`config.mk`:
```
export PLATFORM = sky130hd
export DESIGN_NAME = gpio_ctrl
export DESIGN_NICKNAME = d
export VERILOG_FILES = /design/src/rtl/gpio_pkg.sv /design/src/rtl/gpio_sync.sv /design/src/rtl/gpio_addr_dec.sv /design/src/rtl/gpio_cfg_bank.sv /design/src/rtl/gpio_out_latch.sv /design/src/rtl/gpio_ctrl.sv
export SDC_FILE = /design/constraint.sdc
export NUM_CORES = 1
export LEC_CHECK = 0
export BUFFER_PORTS_ARGS = -buffer_cell sky130_fd_sc_hd__buf_4
export CORE_ASPECT_RATIO = 1.2
export CORE_MARGIN = 5
export CORE_UTILIZATION = 40
export DETAILED_ROUTE_END_ITERATION = 12
export PLACE_DENSITY = 0.68
export SYNTH_ARGS = -nofsm -noshare
export SYNTH_HDL_FRONTEND = slang
export SYNTH_SLANG_ARGS = --single-unit
export TNS_END_PERCENT = 50
```
`constraint.sdc`:
```
create_clock -name clk -period 2.6 [get_ports clk]
set_input_delay 0.52 -clock clk [delete_from_list [all_inputs] [get_ports clk]]
set_output_delay 0.52 -clock clk [all_outputs]
set_load 0.02 [all_outputs]
```
`src/rtl/gpio_pkg.sv`:
```
package gpio_pkg;

    localparam int unsigned OFF_INPUT = 'h084;
    localparam int unsigned OFF_LATCH = 'h088;
    localparam int unsigned OFF_CLEAR = 'h0A0;
    localparam int unsigned OFF_SET   = 'h0A4;
    localparam int unsigned CFG_BITS  = 4;

    typedef struct packed {
        logic irq_en;   // bit 3
        logic buf_en;   // bit 2
        logic in_en;    // bit 1
        logic out_en;   // bit 0
    } pin_cfg_t;

    typedef enum logic [2:0] {
        ACC_NONE,
        ACC_CFG,
        ACC_INPUT,
        ACC_LATCH,
        ACC_SET,
        ACC_CLEAR
    } acc_kind_t;

endpackage

```
`src/rtl/gpio_sync.sv`:
```
module gpio_sync #(
    parameter int WIDTH = 32
) (
    input  logic             clk,
    input  logic             rst_n,
    input  logic [WIDTH-1:0] d,
    output logic [WIDTH-1:0] q
);
    logic [WIDTH-1:0] stage1_q;

    always_ff @(posedge clk or negedge rst_n) begin
        if (!rst_n) begin
            stage1_q <= '0;
            q        <= '0;
        end else begin
            stage1_q <= d;
            q        <= stage1_q;
        end
    end
endmodule

```
`src/rtl/gpio_addr_dec.sv`:
```
module gpio_addr_dec
    import gpio_pkg::*;
#(
    parameter int NUM_PINS = 32,
    parameter int ADDR_W   = 12,
    localparam int IDX_W   = (NUM_PINS > 1) ? $clog2(NUM_PINS) : 1,
    localparam int WORD_W  = ADDR_W - 2
) (
    input  logic [ADDR_W-1:0] addr,
    output acc_kind_t         kind,
    output logic [IDX_W-1:0]  idx
);
    logic [WORD_W-1:0] word;
    logic              aligned;

    assign word    = addr[ADDR_W-1:2];
    assign aligned = (addr[1:0] == 2'b00);
    assign idx     = word[IDX_W-1:0];

    always_comb begin
        kind = ACC_NONE;
        if (aligned) begin
            if (word < WORD_W'(NUM_PINS))                 kind = ACC_CFG;
            else if (word == WORD_W'(OFF_INPUT >> 2))     kind = ACC_INPUT;
            else if (word == WORD_W'(OFF_LATCH >> 2))     kind = ACC_LATCH;
            else if (word == WORD_W'(OFF_SET >> 2))       kind = ACC_SET;
            else if (word == WORD_W'(OFF_CLEAR >> 2))     kind = ACC_CLEAR;
        end
    end
endmodule

```
`src/rtl/gpio_cfg_bank.sv`:
```
module gpio_cfg_bank
    import gpio_pkg::*;
#(
    parameter int NUM_PINS = 32,
    localparam int IDX_W   = (NUM_PINS > 1) ? $clog2(NUM_PINS) : 1
) (
    input  logic                    clk,
    input  logic                    rst_n,
    input  logic                    wr_en,
    input  logic [IDX_W-1:0]        wr_idx,
    input  pin_cfg_t                wr_cfg,
    output pin_cfg_t [NUM_PINS-1:0] cfg_q
);
    for (genvar i = 0; i < NUM_PINS; i++) begin : g_pin
        always_ff @(posedge clk or negedge rst_n) begin
            if (!rst_n) begin
                cfg_q[i] <= '0;
            end else if (wr_en && (wr_idx == IDX_W'(i))) begin
                cfg_q[i] <= wr_cfg;
            end
        end
    end
endmodule

```
`src/rtl/gpio_out_latch.sv`:
```
module gpio_out_latch
    import gpio_pkg::*;
#(
    parameter int NUM_PINS = 32
) (
    input  logic                clk,
    input  logic                rst_n,
    input  logic                we,
    input  acc_kind_t           kind,
    input  logic [NUM_PINS-1:0] wdata,
    output logic [NUM_PINS-1:0] q
);
    always_ff @(posedge clk or negedge rst_n) begin
        if (!rst_n) begin
            q <= '0;
        end else if (we) begin
            unique case (kind)
                ACC_LATCH: q <= wdata;
                ACC_SET:   q <= q | wdata;
                ACC_CLEAR: q <= q & ~wdata;
                default:   q <= q;
            endcase
        end
    end
endmodule

```
`src/rtl/gpio_ctrl.sv`:
```
module gpio_ctrl
    import gpio_pkg::*;
#(
    parameter int NUM_PINS = 32,
    parameter int ADDR_W   = 12
) (
    input  logic                clk,
    input  logic                rst_n,
    input  logic [ADDR_W-1:0]   bus_addr,
    input  logic                bus_we,
    input  logic [31:0]         bus_wdata,
    input  logic                bus_re,
    output logic [31:0]         bus_rdata,
    input  logic [NUM_PINS-1:0] pad_in,
    output logic [NUM_PINS-1:0] pad_out,
    output logic [NUM_PINS-1:0] pad_oe,
    output logic                irq
);
    localparam int IDX_W = (NUM_PINS > 1) ? $clog2(NUM_PINS) : 1;

    acc_kind_t               kind;
    logic [IDX_W-1:0]        idx;
    pin_cfg_t [NUM_PINS-1:0] cfg_q;
    logic [NUM_PINS-1:0]     sync_q;
    logic [NUM_PINS-1:0]     latch_q;
    logic [NUM_PINS-1:0]     in_en_vec;
    logic [NUM_PINS-1:0]     irq_en_vec;
    logic [31:0]             rd_val;

    gpio_addr_dec #(.NUM_PINS(NUM_PINS), .ADDR_W(ADDR_W)) u_dec (
        .addr (bus_addr),
        .kind (kind),
        .idx  (idx)
    );

    gpio_cfg_bank #(.NUM_PINS(NUM_PINS)) u_cfg (
        .clk    (clk),
        .rst_n  (rst_n),
        .wr_en  (bus_we && (kind == ACC_CFG)),
        .wr_idx (idx),
        .wr_cfg (pin_cfg_t'(bus_wdata[CFG_BITS-1:0])),
        .cfg_q  (cfg_q)
    );

    gpio_out_latch #(.NUM_PINS(NUM_PINS)) u_latch (
        .clk   (clk),
        .rst_n (rst_n),
        .we    (bus_we),
        .kind  (kind),
        .wdata (bus_wdata[NUM_PINS-1:0]),
        .q     (latch_q)
    );

    gpio_sync #(.WIDTH(NUM_PINS)) u_sync (
        .clk   (clk),
        .rst_n (rst_n),
        .d     (pad_in),
        .q     (sync_q)
    );

    for (genvar i = 0; i < NUM_PINS; i++) begin : g_pad
        assign pad_oe[i]     = cfg_q[i].out_en & cfg_q[i].buf_en;
        assign in_en_vec[i]  = cfg_q[i].in_en;
        assign irq_en_vec[i] = cfg_q[i].irq_en;
    end

    assign pad_out = latch_q;
    assign irq     = |(sync_q & irq_en_vec);

    always_comb begin
        unique case (kind)
            ACC_CFG:   rd_val = 32'(cfg_q[idx]);
            ACC_INPUT: rd_val = 32'(sync_q & in_en_vec);
            ACC_LATCH: rd_val = 32'(latch_q);
            default:   rd_val = '0;
        endcase
    end

    always_ff @(posedge clk or negedge rst_n) begin
        if (!rst_n) begin
            bus_rdata <= '0;
        end else begin
            bus_rdata <= bus_re ? rd_val : '0;
        end
    end
endmodule

```
# --- Yosys cells after proc, flatten, opt, wreduce, memory -nomap -nowiden ---
# Cells that the tools add are included.
word_totals:
  wordCells: 260
  output_inout_bits: 97
  in_bits: 80
  reg_bits: 256
op_classes:
  magnitude_cmp: 2
  muxes: 11
  reduce_logical: 38
  bitwise_logic: 37
  n_eq_ne: 40
ops:
  columns: ["operator", "n"]
  rows:
  - ["$pmux 32 s3", 2]
  - ["$and 32x32->32", 3]
  - ["$eq 5x5->1 const B", 16]
  - ["$eq 10x6->1 const B", 4]
  - ["$eq 5x4->1 const B", 8]
  - ["$logic_and 1x1->1", 33]
  - ["$and 1x1->1", 32]
  - ["$mux 32", 1]
  - ["$not 32->32", 1]
  - ["$or 32x32->32", 1]
  - ["$reduce_or 32->1", 1]
  - ["$bmux 4 s5", 1]
  - ["$eq 5x3->1 const B", 4]
  - ["$mux 3", 6]
  - ["$eq 5x2->1 const B", 2]
  - ["$lt 10x6->1 const B", 1]
  - ["$eq 3x2->1 const B", 2]
  - ["$eq 3x3->1 const B", 2]
  - ["$lt 5x6->1 const B", 1]
  - ["$eq 5x1->1 const B", 1]
  - ["$logic_not 5->1", 1]
  - ["$mux 4", 1]
  - ["$eq 3x1->1 const B", 1]
  - ["$reduce_bool 3->1", 1]
  - ["other kinds (2)", 2]

# --- Longest topological paths before layout ---
logic_depth:
  ltp_word: 10
  ltp_mapped: 9
  ltp_nobuf: 6

# --- Cells and area by module ---
# Synthesis repeated with hierarchy kept, for this count alone.
unflattened:
  hier_cells: 859
  area_unflattened_um2: 11409.7
by_module_without_submodules:
  columns: ["module", "instances", "seq_area_each_um2", "area_each_um2", "cells_per_inst"]
  rows:
  - ["gpio_cfg_bank", 1, 3203.1, 4966.0, 316]
  - ["gpio_ctrl", 1, 800.8, 2859.0, 282]
  - ["gpio_out_latch", 1, 800.8, 1874.3, 182]
  - ["gpio_sync", 1, 1601.5, 1601.5, 64]
  - ["gpio_addr_dec", 1, 0.0, 108.9, 15]

# --- Worst setup path before layout ---
# No wires, ideal clock.
synth_timing:
  path_type: "input port to flip-flop"
  from: "input port bus_addr[2]"
  to: "register bus_rdata[0]"
  stages: 7
  path_buffers: 2
  arrival_time_ns: 2.162
  setup_ns: 0.135
  path_slack_ns: 0.302
  t_required_ns: 2.465
  path_cell_list: "clkbuf_1 buf_2 mux4_2 o2111ai_1 o21ai_0 a221oi_1 o22ai_1"
synth_via:
  elab_chain_len: 10
  word_cells_on_any_way: 18
  classes_between: "1 x order compare; 7 x eq/ne; 10 x mux"
synth_rtl:
  columns: ["item", "line", "rtl"]
  rows:
  - ["start: declaration", "gpio_ctrl.sv:9", "input logic [ADDR_W-1:0] bus_addr,"]
  - ["$eq 10x6->1", "gpio_addr_dec.sv:27", "else if (word == WORD_W'(OFF_CLEAR >> 2)) kind = ACC_CLEAR;"]
  - ["$mux 3", "gpio_addr_dec.sv:27", null]
  - ["$mux 3", "gpio_addr_dec.sv:26", "else if (word == WORD_W'(OFF_SET >> 2)) kind = ACC_SET;"]
  - ["$mux 3", "gpio_addr_dec.sv:25", "else if (word == WORD_W'(OFF_LATCH >> 2)) kind = ACC_LATCH;"]
  - ["$mux 3", "gpio_addr_dec.sv:24", "else if (word == WORD_W'(OFF_INPUT >> 2)) kind = ACC_INPUT;"]
  - ["$mux 3", "gpio_addr_dec.sv:23", "if (word < WORD_W'(NUM_PINS)) kind = ACC_CFG;"]
  - ["$mux 3", "gpio_addr_dec.sv:22", "if (aligned) begin"]
  - ["$eq 3x2->1 or $eq 3x1->1 (tied branches)", "gpio_ctrl.sv:71", "unique case (kind)"]
  - ["$pmux 32 s3 *", "gpio_ctrl.sv:71", null]
  - ["$mux 32 *", "gpio_ctrl.sv:83", "bus_rdata <= bus_re ? rd_val : '0;"]
  - ["end signal: assignment", "gpio_ctrl.sv:83", null]
  - ["end: declaration", "gpio_ctrl.sv:13", "output logic [31:0] bus_rdata,"]
# Mark *: on every way between the ends. The rest lies on a longest branch, timed or not. The select of a mux whose other input is x is not followed.
# A chain may end at the register's enable or synchronous reset.

# --- Worst setup path after layout ---
layout_timing:
  from: "register u_sync.q[3]"
  to: "output port irq"
layout_via:
  elab_chain_len: 2
layout_rtl:
  columns: ["item", "line", "rtl"]
  rows:
  - ["start: declaration", "gpio_sync.sv:7", "output logic [WIDTH-1:0] q"]
  - ["start signal: assignment", "gpio_sync.sv:17", "q <= stage1_q;"]
  - ["$and 32x32->32", "gpio_ctrl.sv:68", "assign irq = |(sync_q & irq_en_vec);"]
  - ["$reduce_or 32->1", "gpio_ctrl.sv:68", null]
  - ["end: declaration", "gpio_ctrl.sv:17", "output logic irq"]
# No other way between the ends.

==> flow_summary.toml <==
[placed_design]
gp_congestion = 0.9119
hpwl_um = 24120
port_buffers = 176
pre_cts_ws_ps = -68.89

[logic_synthesis]
yosysWarnings = 0
ys_ff_latch = 256
syn-num-nets = 941
synth_area_um2 = 11110
synth_ff_type = "dfrtp_1"
seq_area_frac_synth_pct = 57.64
ys_types = 50
synth_edf_count = 0
async_flop_share_pct = 100.0
netlist_instances = 861
avgSynthCellArea_um2 = 12.91

[worst_setup_path]
cp-end-kind = "output port"
cp_max_fo = 2
cp.arrival_ps = 2220
start_kind = "flop"
critPathKind = "reg -> out"
slowest_delay_ps = 500
path_cells = "a22o_1 > a221oi_2 > nand3_1 > or4_4 > buf_6"
required_ps = 2080
cp_num_buf_inv = 1
critPathTopFamily = "simple AND/OR/NAND/NOR gates"
slowest_stage = "or4_4"

[clock_tree]
htree_levels = 1
clock_path_buffers = 3
clk_pin_slew_ps = 70
cts_made_buffers = 27
insertion_delay_ps = 540
root_buffer = "clkbuf_16"
cts.sinks = 256
cts_tree = "yes"

[status]
run_status = "finished with violations"
violations = "setup timing"

[min_path]
hold_class = "in -> reg"

[grt]
grt_overflow = 0
grt_pass1_vias = 8525
grt_max_degree = 84
antenna_found_initial = 0
grt_pass1_wl_um = 50860
gr-usage-all-layers_pct = 21.00

[final_layout]
fill_cells = 2394
drive_gt1_share_pct = 43.50
layout.nets = 1152
syn_to_final_growth_pct = 27.43
diodes = 0

[sta]
clock_skew_ps = 12.36
fin_crit_ps = 2738
layout_setup_ws_ps = -137.6
min_period_over_period_pct = 105.3
grt_setup_unrepaired = "yes"
hold_viol = 0
slew_viol_final = 0
tns_ps = -137.6
setup_viol = 1
fmaxAchievable_ghz = 0.3653
tightest_slew_ps = 667.7
slew_headroom_pct = 55.48

[pwr]
leakage_uw = 0.006657
fin_total_pwr_uw = 8636
vdd_ir_drop_max_mv = 0.3629
p_per_area_nw_per_um2 = 609.9

[die]
core_area_um2 = 27250
die_x_um = 162.2
row_count = 66
io_pins = 177
dieHeight_um = 192.6
initial_core_util_pct = 40.78
die_area_um2 = 31230

[detailed_routing]
ant_nets = 0
dr.pass1.iters = 5
vias_per_cell = 5.610
avgRoutedWirePerCell_um = 22.84
drt_iter0_markers = 608
via_count = 8034
wirelength_um = 32710
drc = 0

[run]
max_cap_violations = 0
## power breakdown
group	leakage, uW	internal (uW)	switching [uW]
clock network	0.000465	2460	1620
registers	0.00343	4040	39.1
logic	0.00276	186	285
## registers in the layout (all words and copies together) (netlist names)
signal,flops
u_cfg.cfg_q,128
bus_rdata,32
u_latch.q,32
u_sync.q,32
u_sync.stage1_q,32
## final timing paths
| path | start | end | slack, ps | cells after the start |
|---|---|---|---|---|
| min in group asynchronous | rst_n | u_latch.q[23] | 580 | 2 |
| min | pad_in[7] | u_sync.stage1_q[7] | 90 | 1 |
| max reg2reg | u_cfg.cfg_q[58] | bus_rdata[2] | 660 | 6 |
| max | u_sync.q[3] | irq | -140 | 5 |
| min reg2reg | u_sync.stage1_q[10] | u_sync.q[10] | 340 | 0 |
| max in group asynchronous | rst_n | u_cfg.cfg_q[5] | 1290 | 3 |
## placed cells by master (no fill, tap or decap), types with 12 or more instances in the layout
| master | instances |
|---|---|
| dfrtp_1 | 256 |
| buf_4 | 223 |
| mux2_2 | 126 |
| a21oi_1 | 68 |
| nand2_1 | 64 |
| nor2_1 | 48 |
| nand3_1 | 41 |
| and2_1 | 36 |
| clkbuf_16 | 27 |
| mux4_2 | 24 |
| a211oi_2 | 20 |
| mux2i_1 | 13 |
| a22oi_1 | 12 |
## worst reg2reg max path: stages (launching register included)
cell	delay, ps
dfrtp_1	390
mux4_2	480
and2_1	170
a211oi_1	330
a41oi_1	130
nand4_1	190
o21ai_0	120
## routing by layer
| layer | global-route usage [%] | wire (um) | vias to the layer above | part of all wire, % |
|---|---|---|---|---|
| li1 | - | - | 3550 | - |
| met1 | 26.32 | 12710 | 4127 | 39 |
| met2 | 36.84 | 16870 | 285 | 52 |
| met3 | 3.183 | 1812 | 72 | 5.5 |
| met4 | 7.973 | 1318 | 0 | 4.0 |
| met5 | 0 | 0 | - | 0 |
## cells by family (layout without fill, tap and decap cells)
kind of cell           count (synthesis)  count (layout)  share of synthesized area [%]
AND/OR/NAND/NOR                      233             233                          10.63
multiplexers                         171             171                          19.88
buffers and inverters                 57             288                          2.702
flip-flops                           256             256                          57.64
XOR/XNOR                               1               1                        0.07883
AO/OA/AOI/OAI                        143             143                          9.063
## Yosys cell counts, types with 3 or more instances
cell / count / area (um^2)
a21oi_1: 68 / 340.3
nand3_1: 41 / 205.2
nand2b_1: 5 / 31.28
a22oi_1: 12 / 90.09
dfrtp_1: 256 / 6406
a211oi_2: 20 / 250.2
nor3_1: 6 / 30.03
a311oi_1: 4 / 35.03
mux2i_1: 13 / 130.1
buf_2: 13 / 65.06
a2111oi_0: 4 / 35.03
nor2_1: 48 / 180.2
nand4_1: 4 / 25.02
mux4_2: 24 / 540.5
a211oi_1: 11 / 82.58
nor2b_1: 8 / 50.05
buf_1: 6 / 22.52
and3_1: 3 / 18.77
mux2_4: 8 / 120.1
or4_1: 4 / 30.03
mux2_2: 126 / 1419
nand2_1: 64 / 240.2
clkbuf_1: 28 / 105.1
o21ai_0: 6 / 30.03
a31oi_1: 3 / 18.77
and2_1: 36 / 225.2
buf_6: 4 / 45.04
a221oi_1: 5 / 43.79
## metrics by stage
| step | hold WS (ps) | cells | cell area (um^2) | util, % |
|---|---|---|---|---|
| global route | 64.10 | 1432 | 14160 | 51.97 |
| floorplan | 224.4 | 861 | 11110 | - |
| detailed placement | 334.7 | 1379 | 13150 | 48.26 |
| finish | 86.41 | 1432 | 14160 | 51.97 |
| CTS | 66.18 | 1431 | 14150 | 51.94 |
| global placement | 333.8 | 1379 | 13150 | 48.26 |
## final cells by class
cell class	count	area [um^2]	share of cell area (%)
clock buffer	33	748.2	5.284
tap	340	425.4	3.004
inverter	2	7.507	0.05301
sequential	256	6406	45.24
clock inverter	16	209.0	1.476
timing repair buffer	237	1931	13.63
multi-input combinational	548	4434	31.31
## repair_timing
action / CTS / global route
hold buffers: 1 / 0
endpoints found under the setup margin: 1 / 1
pin swaps: 2 / 1
endpoints found under the hold margin: 1 / 0
setup buffers: 2 / 1
gates resized for setup: 4 / 0
Note: power is estimated with default switching activity, not from simulation.
